**src/rtl/srwp_pkg.sv**
```systemverilog
package srwp_pkg;

    typedef enum logic [1:0] {
        S_IDLE = 2'd0,
        S_ARM  = 2'd1,
        S_RUN  = 2'd2,
        S_SRW  = 2'd3
    } srwp_state_e;

    // bit positions in the status byte
    localparam int BIT_PPEN = 7;
    localparam int BIT_BLH  = 3;
    localparam int BIT_BLL  = 2;
    localparam int BIT_PEL  = 1;
    localparam int BIT_PIP  = 0;
    localparam int STAT_W   = 8;

    typedef struct packed {
        logic       pin_en;
        logic [1:0] lock;
    } srwp_nv_t;

endpackage

```
**src/rtl/srwp_lock_decode.sv**
```systemverilog
module srwp_lock_decode #(
    parameter int ADDR_W = 13
) (
    input  logic [ADDR_W-1:0] addr,
    input  logic [1:0]        lock,
    output logic              locked
);
    localparam int SEG_W = 2;

    logic [SEG_W-1:0] seg;
    logic             unused_low;

    assign seg        = addr[ADDR_W-1 -: SEG_W];
    assign unused_low = ^addr[ADDR_W-SEG_W-1:0];

    always_comb begin
        unique case (lock)
            2'b00:   locked = 1'b0;
            2'b01:   locked = (seg == 2'b11);
            2'b10:   locked = seg[1];
            default: locked = 1'b1;
        endcase
    end

endmodule

```
**src/rtl/srwp_nv_regs.sv**
```systemverilog
module srwp_nv_regs
    import srwp_pkg::*;
(
    input  logic     clk,
    input  logic     wr_en,
    input  srwp_nv_t wr_data,
    output srwp_nv_t cfg
);
    // non-volatile cells: no reset, value survives the power-up reset
    srwp_nv_t cfg_q;

    always_ff @(posedge clk) begin
        if (wr_en) begin
            cfg_q <= wr_data;
        end
    end

    assign cfg = cfg_q;

endmodule

```
**src/rtl/srwp_ctrl.sv**
```systemverilog
module srwp_ctrl
    import srwp_pkg::*;
(
    input  logic        clk,
    input  logic        rst_n,
    input  logic        cmd_set,
    input  logic        cmd_clr,
    input  logic        cmd_wrsr,
    input  srwp_nv_t    wrsr_data,
    input  logic        cmd_prog,
    input  logic        locked,
    input  logic        pin_ok,
    input  logic        prog_busy,
    output srwp_state_e state,
    output logic        pel,
    output logic        grant,
    output logic        deny,
    output logic        nv_we,
    output srwp_nv_t    nv_wdata
);
    srwp_state_e state_q, state_d;
    logic        pel_q, pel_d;
    logic        grant_q, grant_d;
    logic        deny_q, deny_d;
    srwp_nv_t    hold_q, hold_d;

    // state register
    always_ff @(posedge clk or negedge rst_n) begin
        if (!rst_n) begin
            state_q <= S_IDLE;
        end else begin
            state_q <= state_d;
        end
    end

    // next state and registered outputs
    always_comb begin
        state_d = state_q;
        pel_d   = pel_q;
        grant_d = 1'b0;
        deny_d  = 1'b0;
        hold_d  = hold_q;
        unique case (state_q)
            S_IDLE: begin
                if (cmd_prog) begin
                    if (pel_q && !locked) begin
                        grant_d = 1'b1;
                        state_d = S_ARM;
                    end else begin
                        deny_d = 1'b1;
                        pel_d  = 1'b0;
                    end
                end else if (cmd_wrsr) begin
                    if (pel_q && pin_ok) begin
                        hold_d  = wrsr_data;
                        state_d = S_SRW;
                    end
                end else if (cmd_set) begin
                    pel_d = 1'b1;
                end else if (cmd_clr) begin
                    pel_d = 1'b0;
                end
            end
            S_ARM: begin
                if (cmd_prog) begin
                    deny_d = 1'b1;
                    pel_d  = 1'b0;
                end
                if (prog_busy) begin
                    state_d = S_RUN;
                end
            end
            S_RUN: begin
                if (cmd_prog) begin
                    deny_d = 1'b1;
                    pel_d  = 1'b0;
                end
                if (!prog_busy) begin
                    pel_d   = 1'b0;
                    state_d = S_IDLE;
                end
            end
            S_SRW: begin
                if (cmd_prog) begin
                    deny_d = 1'b1;
                end
                pel_d   = 1'b0;
                state_d = S_IDLE;
            end
            default: state_d = S_IDLE;
        endcase
    end

    always_ff @(posedge clk or negedge rst_n) begin
        if (!rst_n) begin
            pel_q   <= 1'b0;
            grant_q <= 1'b0;
            deny_q  <= 1'b0;
            hold_q  <= '0;
        end else begin
            pel_q   <= pel_d;
            grant_q <= grant_d;
            deny_q  <= deny_d;
            hold_q  <= hold_d;
        end
    end

    assign state    = state_q;
    assign pel      = pel_q;
    assign grant    = grant_q;
    assign deny     = deny_q;
    assign nv_we    = (state_q == S_SRW);
    assign nv_wdata = hold_q;

    p_excl_r6: assert property (@(posedge clk) disable iff (!rst_n)
        !(grant_q && deny_q));

    p_deny_clears_r8: assert property (@(posedge clk) disable iff (!rst_n)
        deny_q |-> !pel_q);

    p_grant_needs_pel_r9: assert property (@(posedge clk) disable iff (!rst_n)
        grant_q |-> $past(pel_q));

    p_done_clears_r11: assert property (@(posedge clk) disable iff (!rst_n)
        (state_q == S_RUN && !prog_busy) |=> (state_q == S_IDLE && !pel_q));

    p_srw_one_cycle_r3: assert property (@(posedge clk) disable iff (!rst_n)
        (state_q == S_SRW) |=> (state_q == S_IDLE && !pel_q));

endmodule

```
**src/rtl/srwp_unit.sv**
```systemverilog
module srwp_unit
    import srwp_pkg::*;
#(
    parameter int ADDR_W = 13
) (
    input  logic              clk,
    input  logic              rst_n,
    input  logic              cmd_set_pel,
    input  logic              cmd_clr_pel,
    input  logic              cmd_wr_status,
    input  logic [7:0]        wr_status_data,
    input  logic              cmd_program,
    input  logic [ADDR_W-1:0] prog_addr,
    input  logic              pp_pin,
    input  logic              prog_busy,
    output logic [7:0]        status_byte,
    output logic              prog_grant,
    output logic              prog_deny
);
    srwp_state_e state;
    srwp_nv_t    nv_cfg, nv_wdata, wr_fields;
    logic        pel, locked, pin_ok, nv_we, pip;
    logic        unused_data;

    assign wr_fields.pin_en = wr_status_data[BIT_PPEN];
    assign wr_fields.lock   = {wr_status_data[BIT_BLH], wr_status_data[BIT_BLL]};
    assign unused_data      = ^{wr_status_data[6:4], wr_status_data[1:0]};

    // protect pin only counts when the enable bit is set
    assign pin_ok = !nv_cfg.pin_en || pp_pin;

    srwp_lock_decode #(.ADDR_W(ADDR_W)) u_lock (
        .addr   (prog_addr),
        .lock   (nv_cfg.lock),
        .locked (locked)
    );

    srwp_nv_regs u_nv (
        .clk     (clk),
        .wr_en   (nv_we),
        .wr_data (nv_wdata),
        .cfg     (nv_cfg)
    );

    srwp_ctrl u_ctrl (
        .clk       (clk),
        .rst_n     (rst_n),
        .cmd_set   (cmd_set_pel),
        .cmd_clr   (cmd_clr_pel),
        .cmd_wrsr  (cmd_wr_status),
        .wrsr_data (wr_fields),
        .cmd_prog  (cmd_program),
        .locked    (locked),
        .pin_ok    (pin_ok),
        .prog_busy (prog_busy),
        .state     (state),
        .pel       (pel),
        .grant     (prog_grant),
        .deny      (prog_deny),
        .nv_we     (nv_we),
        .nv_wdata  (nv_wdata)
    );

    assign pip = (state != S_IDLE);

    always_comb begin
        if (pip) begin
            status_byte = '1;
        end else begin
            status_byte          = '0;
            status_byte[BIT_PPEN] = nv_cfg.pin_en;
            status_byte[BIT_BLH]  = nv_cfg.lock[1];
            status_byte[BIT_BLL]  = nv_cfg.lock[0];
            status_byte[BIT_PEL]  = pel;
        end
    end

    p_busy_ff_r10: assert property (@(posedge clk) disable iff (!rst_n)
        (state != S_IDLE) |-> (status_byte == 8'hFF));

    p_nv_hold_r4: assert property (@(posedge clk) disable iff (!rst_n)
        !nv_we |=> $stable(nv_cfg));

    p_grant_unlocked_r7: assert property (@(posedge clk) disable iff (!rst_n)
        prog_grant |-> !$past(locked));

endmodule

```
**config.mk**
```make
export PLATFORM = sky130hd
export DESIGN_NAME = srwp_unit
export DESIGN_NICKNAME = d
export VERILOG_FILES = /design/src/rtl/srwp_pkg.sv /design/src/rtl/srwp_lock_decode.sv /design/src/rtl/srwp_nv_regs.sv /design/src/rtl/srwp_ctrl.sv /design/src/rtl/srwp_unit.sv
export SDC_FILE = /design/constraint.sdc
export NUM_CORES = 1
export LEC_CHECK = 0
export BUFFER_PORTS_ARGS = -buffer_cell sky130_fd_sc_hd__clkbuf_2
export CAP_MARGIN = 10
export CORE_UTILIZATION = 42
export DETAILED_ROUTE_END_ITERATION = 12
export PLACE_DENSITY = 0.78
export SLEW_MARGIN = 20
export SYNTH_ARGS = -nofsm -noshare
export SYNTH_HDL_FRONTEND = slang
export SYNTH_SLANG_ARGS = --single-unit
```
**constraint.sdc**
```tcl
create_clock -name clk -period 3.6 [get_ports clk]
set_input_delay 1.08 -clock clk [delete_from_list [all_inputs] [get_ports clk]]
set_output_delay 1.08 -clock clk [all_outputs]
set_load 0.1 [all_outputs]
```
======== Word level (Yosys, flattened, before mapping) ========
Index checks and enable logic that the tools add are counted.
word-level totals
  word-level logic and storage cells ...... 59
  bits of input ports ..................... 29
  register bits after elaboration ......... 11
operators by class
  eq/ne operators ......................... 14
  mux-type cells .......................... 24
  bitwise gates (word level) .............. 1
  reduce and logical (&&, ||, !) cells .... 12
operators by type and width
  kind                                                                      count
  1-bit two-way mux                                                         13
  2-bit two-way mux                                                         6
  3-bit inequality test (second input constant)                             3
  2-bit == test (second input constant)                                     4
  8-bit two-way mux                                                         1
  2-bit one-hot mux with 4 select lines                                     1
  3-bit by 2-bit inequality test with 1-bit output (second input constant)  2
  5-bit AND reduction                                                       1
  2-bit by 1-bit == test with 1-bit output (second input constant)          2
  2-bit logical NOT                                                         2
  2-bit inequality test (second input constant)                             2
  4-bit inequality test (second input constant)                             1
  1-bit one-hot mux with 4 select lines                                     1
  4-bit AND reduction                                                       1
  1-bit one-hot mux with 3 select lines                                     1
  3-bit AND reduction                                                       1
  3-bit OR reduction                                                        1
  1-bit logical AND                                                         2
  1-bit logical NOT                                                         2
  1-bit one-hot mux with 2 select lines                                     1
  2-bit nonzero test                                                        1
  1-bit logical OR                                                          1
  1-bit NOT                                                                 1

======== Depth between registers and ports, before layout ========
  word-level depth ........................ 7
  mapped depth ............................ 5
  gate-level depth less buffers ........... 4

======== Cells and area by module ========
From an unflattened synthesis, not the netlist that was laid out.
unflattened totals
  cells, all modules ...................... 43
  area total of the unflattened synthesis .. 544.3 um^2
modules (own cells, without submodules)
  module            instances  area each (um^2)  cells each
  srwp_ctrl         1          372.9             27
  srwp_nv_regs      1          90.1              3
  srwp_unit         1          67.6              10
  srwp_lock_decode  1          13.8              3

======== Least setup slack after synthesis ========
Ideal clock, no wire load.
  kind .................................... reg2out
  start ................................... register u_ctrl.state_q[0], in the netlist u_ctrl.state[0]
  end ..................................... output status_byte[1]
  required time ........................... 2.520 ns
  arrival ................................. 1.286 ns
  stages on the path, launching flop included .. 3
  setup slack ............................. 1.234 ns
  path buffers ............................ 1
  cells stage by stage .................... dfrtp_1 > buf_4 > or3_1
between the ends
  word-level cells in the longest chain between the ends .. 2
ends and longest elaborated chain
  what                    line             RTL
  from (decl)             srwp_ctrl.sv:21  srwp_state_e state_q, state_d;
  from (signal assigned)  srwp_ctrl.sv:32  state_q <= state_d;
  2-bit nonzero test      srwp_unit.sv:64  assign pip = (state != S_IDLE);
  8-bit two-way mux       srwp_unit.sv:67  if (pip) begin
  to (decl)               srwp_unit.sv:16  output logic [7:0] status_byte,
No other way between the ends.

======== Worst setup path after layout ========
  start ................................... register u_ctrl.state_q[1], in the netlist u_ctrl.state[1]
  end ..................................... output status_byte[1]
Same word-level chain as after synthesis.

==> flow_metrics.py <==
metrics = {
    "detailed_routing": {
        "dr_total_vias": 415,
        "postRouteAntennaNets": 0,
        "viasPerCell": 5.06,
        "drtIter0Drc": 4,
        "post_drt_wl_per_cell_microns": 12.8,
        "drt_wl_total_microns": 1050,
        "drtPass1Iterations": 2,
        "drcViolationCount": 0,
    },
    "yosys": {
        "seq_area_frac_synth_pct": 51.9,
        "ys.warnings.count": 0,
        "syn_nets": 77,
        "syn_avg_cell_area_sq_um": 11.7,
        "netlist_area_sq_um": 559,
        "synth_cell_types": 25,
        "ys_ff_latch": 11,
        "synthCells": 48,
    },
    "setup_path": {
        "start_kind": "register",
        "cp_max_fo": 10,
        "reg2reg_to": "u_ctrl.nv_wdata[0]",
        "cp_num_buf_inv": 1,
        "crit_slowest_cell": "dfrtp_1",
        "r2r_cells": 4,
        "cp_num_cells": 2,
        "r2r_slack_ns": 2.14,
        "crit_family": "flip-flops",
        "slowest_delay_ns": 0.49,
        "required_ns": 2.52,
        "path_cells": "or3_1, clkbuf_2",
        "r2r-start": "u_ctrl.state[1]",
        "end_kind": "output pin",
        "worst-setup-path-type": "reg -> out",
        "critPathArrivalTime_ns": 1.57,
    },
    "min_path": {
        "hp-class": "reg -> reg",
        "hold-path-endpoint": "u_nv.cfg[1]",
        "hold_path_depth": 0,
        "hp-start": "u_ctrl.nv_wdata[1]",
    },
    "grt": {
        "track_usage_pct": 17.8,
        "grt_max_degree": 12,
        "antenna_found_initial": 0,
        "grt_pass1_wl_microns": 1580,
        "first_global_vias": 357,
        "grt_overflow_total": 0,
    },
    "final_layout": {
        "final_nets": 98,
        "seq_area_sq_um": 290,
        "fill_cells": 105,
        "multi_input_area_sq_um": 213,
        "diodes": 0,
        "synthToLayoutAreaGrowth_pct": 19.0,
        "drive_above_1_share_pct": 47.1,
    },
    "floorplan": {
        "die_area_sq_um": 1480,
        "rows": 12,
        "io_pins": 39,
        "die_h_microns": 38.5,
        "die_x_microns": 38.5,
        "start_util_pct": 47.8,
        "coreArea_sq_um": 1170,
    },
    "clocking": {
        "post_cts_buffers": 0,
        "cts_resized": 0,
        "cts.sinks": 11,
        "tritoncts": "built",
        "numCtsBuffers": 3,
        "worstSkewPairLatency_ns": 0.27,
        "cts_buffer_depth": 2,
        "cts-root-buf": "clkbuf_4",
        "hold_buffers": 0,
        "h-tree-depth": 1,
        "clk_pin_slew_worst_paths_ns": 0.07,
    },
    "sta": {
        "holdWs_ns": 0.462,
        "setup_tns_ns": 0,
        "slew_violations": 0,
        "grt_setup_unrepaired": "false",
        "finalSetupViolCount": 0,
        "relSlewSlack_pct": 63.6,
        "worst_pin_slew_ns": 0.548,
        "timing.final.crit_period_ns": 2.65,
        "hold_violations": 0,
        "post-route-period-util_pct": 73.5,
        "fmax_mhz": 378,
        "skew_ns": 0.00492,
    },
    "placement": {
        "dp_hpwl_microns": 872,
        "place_congestion": 0.767,
        "portBuffers": 22,
    },
    "status": {
        "status": "finished, final reports clean",
    },
    "run": {
        "drv_cap": 0,
    },
}
stage by stage:
stage / cells / instance area [sq um] / util [%] / worst slack (ns)
floorplan: 48 / 559 / - / 1.23
global placement: 78 / 638 / 54.5 / 1.26
detailed placement: 78 / 638 / 54.5 / 1.24
CTS: 82 / 666 / 56.8 / 0.939
global route: 82 / 666 / 56.8 / 0.895
finish: 82 / 666 / 56.8 / 0.953
routing by layer:
layer / vias to the layer above / GRT usage, % / wire length, microns
met5: - / 0 / 0
met4: 0 / 15.5 / 38
met3: 4 / 5.23 / 47
met2: 14 / 26.3 / 519
met1: 187 / 20.6 / 443
li1: 210 / - / -
registers in the layout, indices dropped and copies added (netlist names):
signal	cells
u_ctrl.grant	1
u_ctrl.nv_wdata	3
u_ctrl.deny	1
u_ctrl.state	2
u_ctrl.pel	1
u_nv.cfg	3
worst max path at each step:
stage                endpoint  slack (ns)            start
2_1_floorplan  status_byte[1]        1.23  u_ctrl.state[0]
3_3_place_gp   status_byte[2]        1.26  u_ctrl.state[1]
3_5_place_dp   status_byte[1]        1.24  u_ctrl.state[1]
4_1_cts        status_byte[1]        0.94  u_ctrl.state[1]
5_1_grt        status_byte[1]        0.89  u_ctrl.state[1]
6_report       status_byte[1]        0.95  u_ctrl.state[1]
layout by cell type, fill, tap and decap left out, types with 2 or more instances in the layout:
master	instances
edfxtp_1	3
clkbuf_4	3
dfrtp_1	8
nand2b_1	2
and2_1	2
clkbuf_2	22
or3_1	5
nor2_1	2
nand3_1	2
mux2_2	3
cells in the mapped netlist:
cell | number | area (sq um)
nor3_4 | 1 | 16.3
nand3_1 | 2 | 10.0
o211ai_1 | 1 | 7.51
inv_1 | 1 | 3.75
o21ai_0 | 1 | 5.00
o31a_1 | 1 | 8.76
a221o_1 | 1 | 10.0
nor2_4 | 1 | 11.3
and2_1 | 2 | 12.5
nor2_1 | 2 | 7.51
or3_1 | 5 | 31.3
nand3b_1 | 1 | 7.51
a22oi_1 | 1 | 7.51
inv_2 | 1 | 3.75
nand4_1 | 1 | 6.26
mux2_2 | 3 | 33.8
buf_4 | 5 | 37.5
and4_1 | 1 | 8.76
a21oi_1 | 1 | 5.00
nor2b_1 | 1 | 6.26
nand2b_1 | 2 | 12.5
nor3_1 | 1 | 5.00
dfrtp_1 | 8 | 200
edfxtp_1 | 3 | 90.1
buf_6 | 1 | 11.3
area by class of cell:
| cell class | count | area share (%) |
|---|---|---|
| flip-flops and latches | 11 | 43.6 |
| multi-input cells | 29 | 32.0 |
| repair buffers | 22 | 16.5 |
| clock buffers | 3 | 3.38 |
| well taps | 14 | 2.63 |
| inverters | 2 | 1.13 |
| clock inverters | 1 | 0.752 |
worst reg2reg max path: stages, from the launching register on:
cell	delay, ns
dfrtp_1	0.49
nor2_4	0.16
inv_2	0.07
nor3_4	0.26
mux2_2	0.36
kinds of logic after synthesis:
family                 share of synthesized area [%]
buffers and inverters                           10.1
DFF                                             51.9
and+or+nand+nor                                 24.2
AOI/OAI and AO/OA                               7.83
muxes                                           6.04
Power is not shown: default switching activity piles up to over one toggle a cycle in this logic, so the estimate is an artifact.
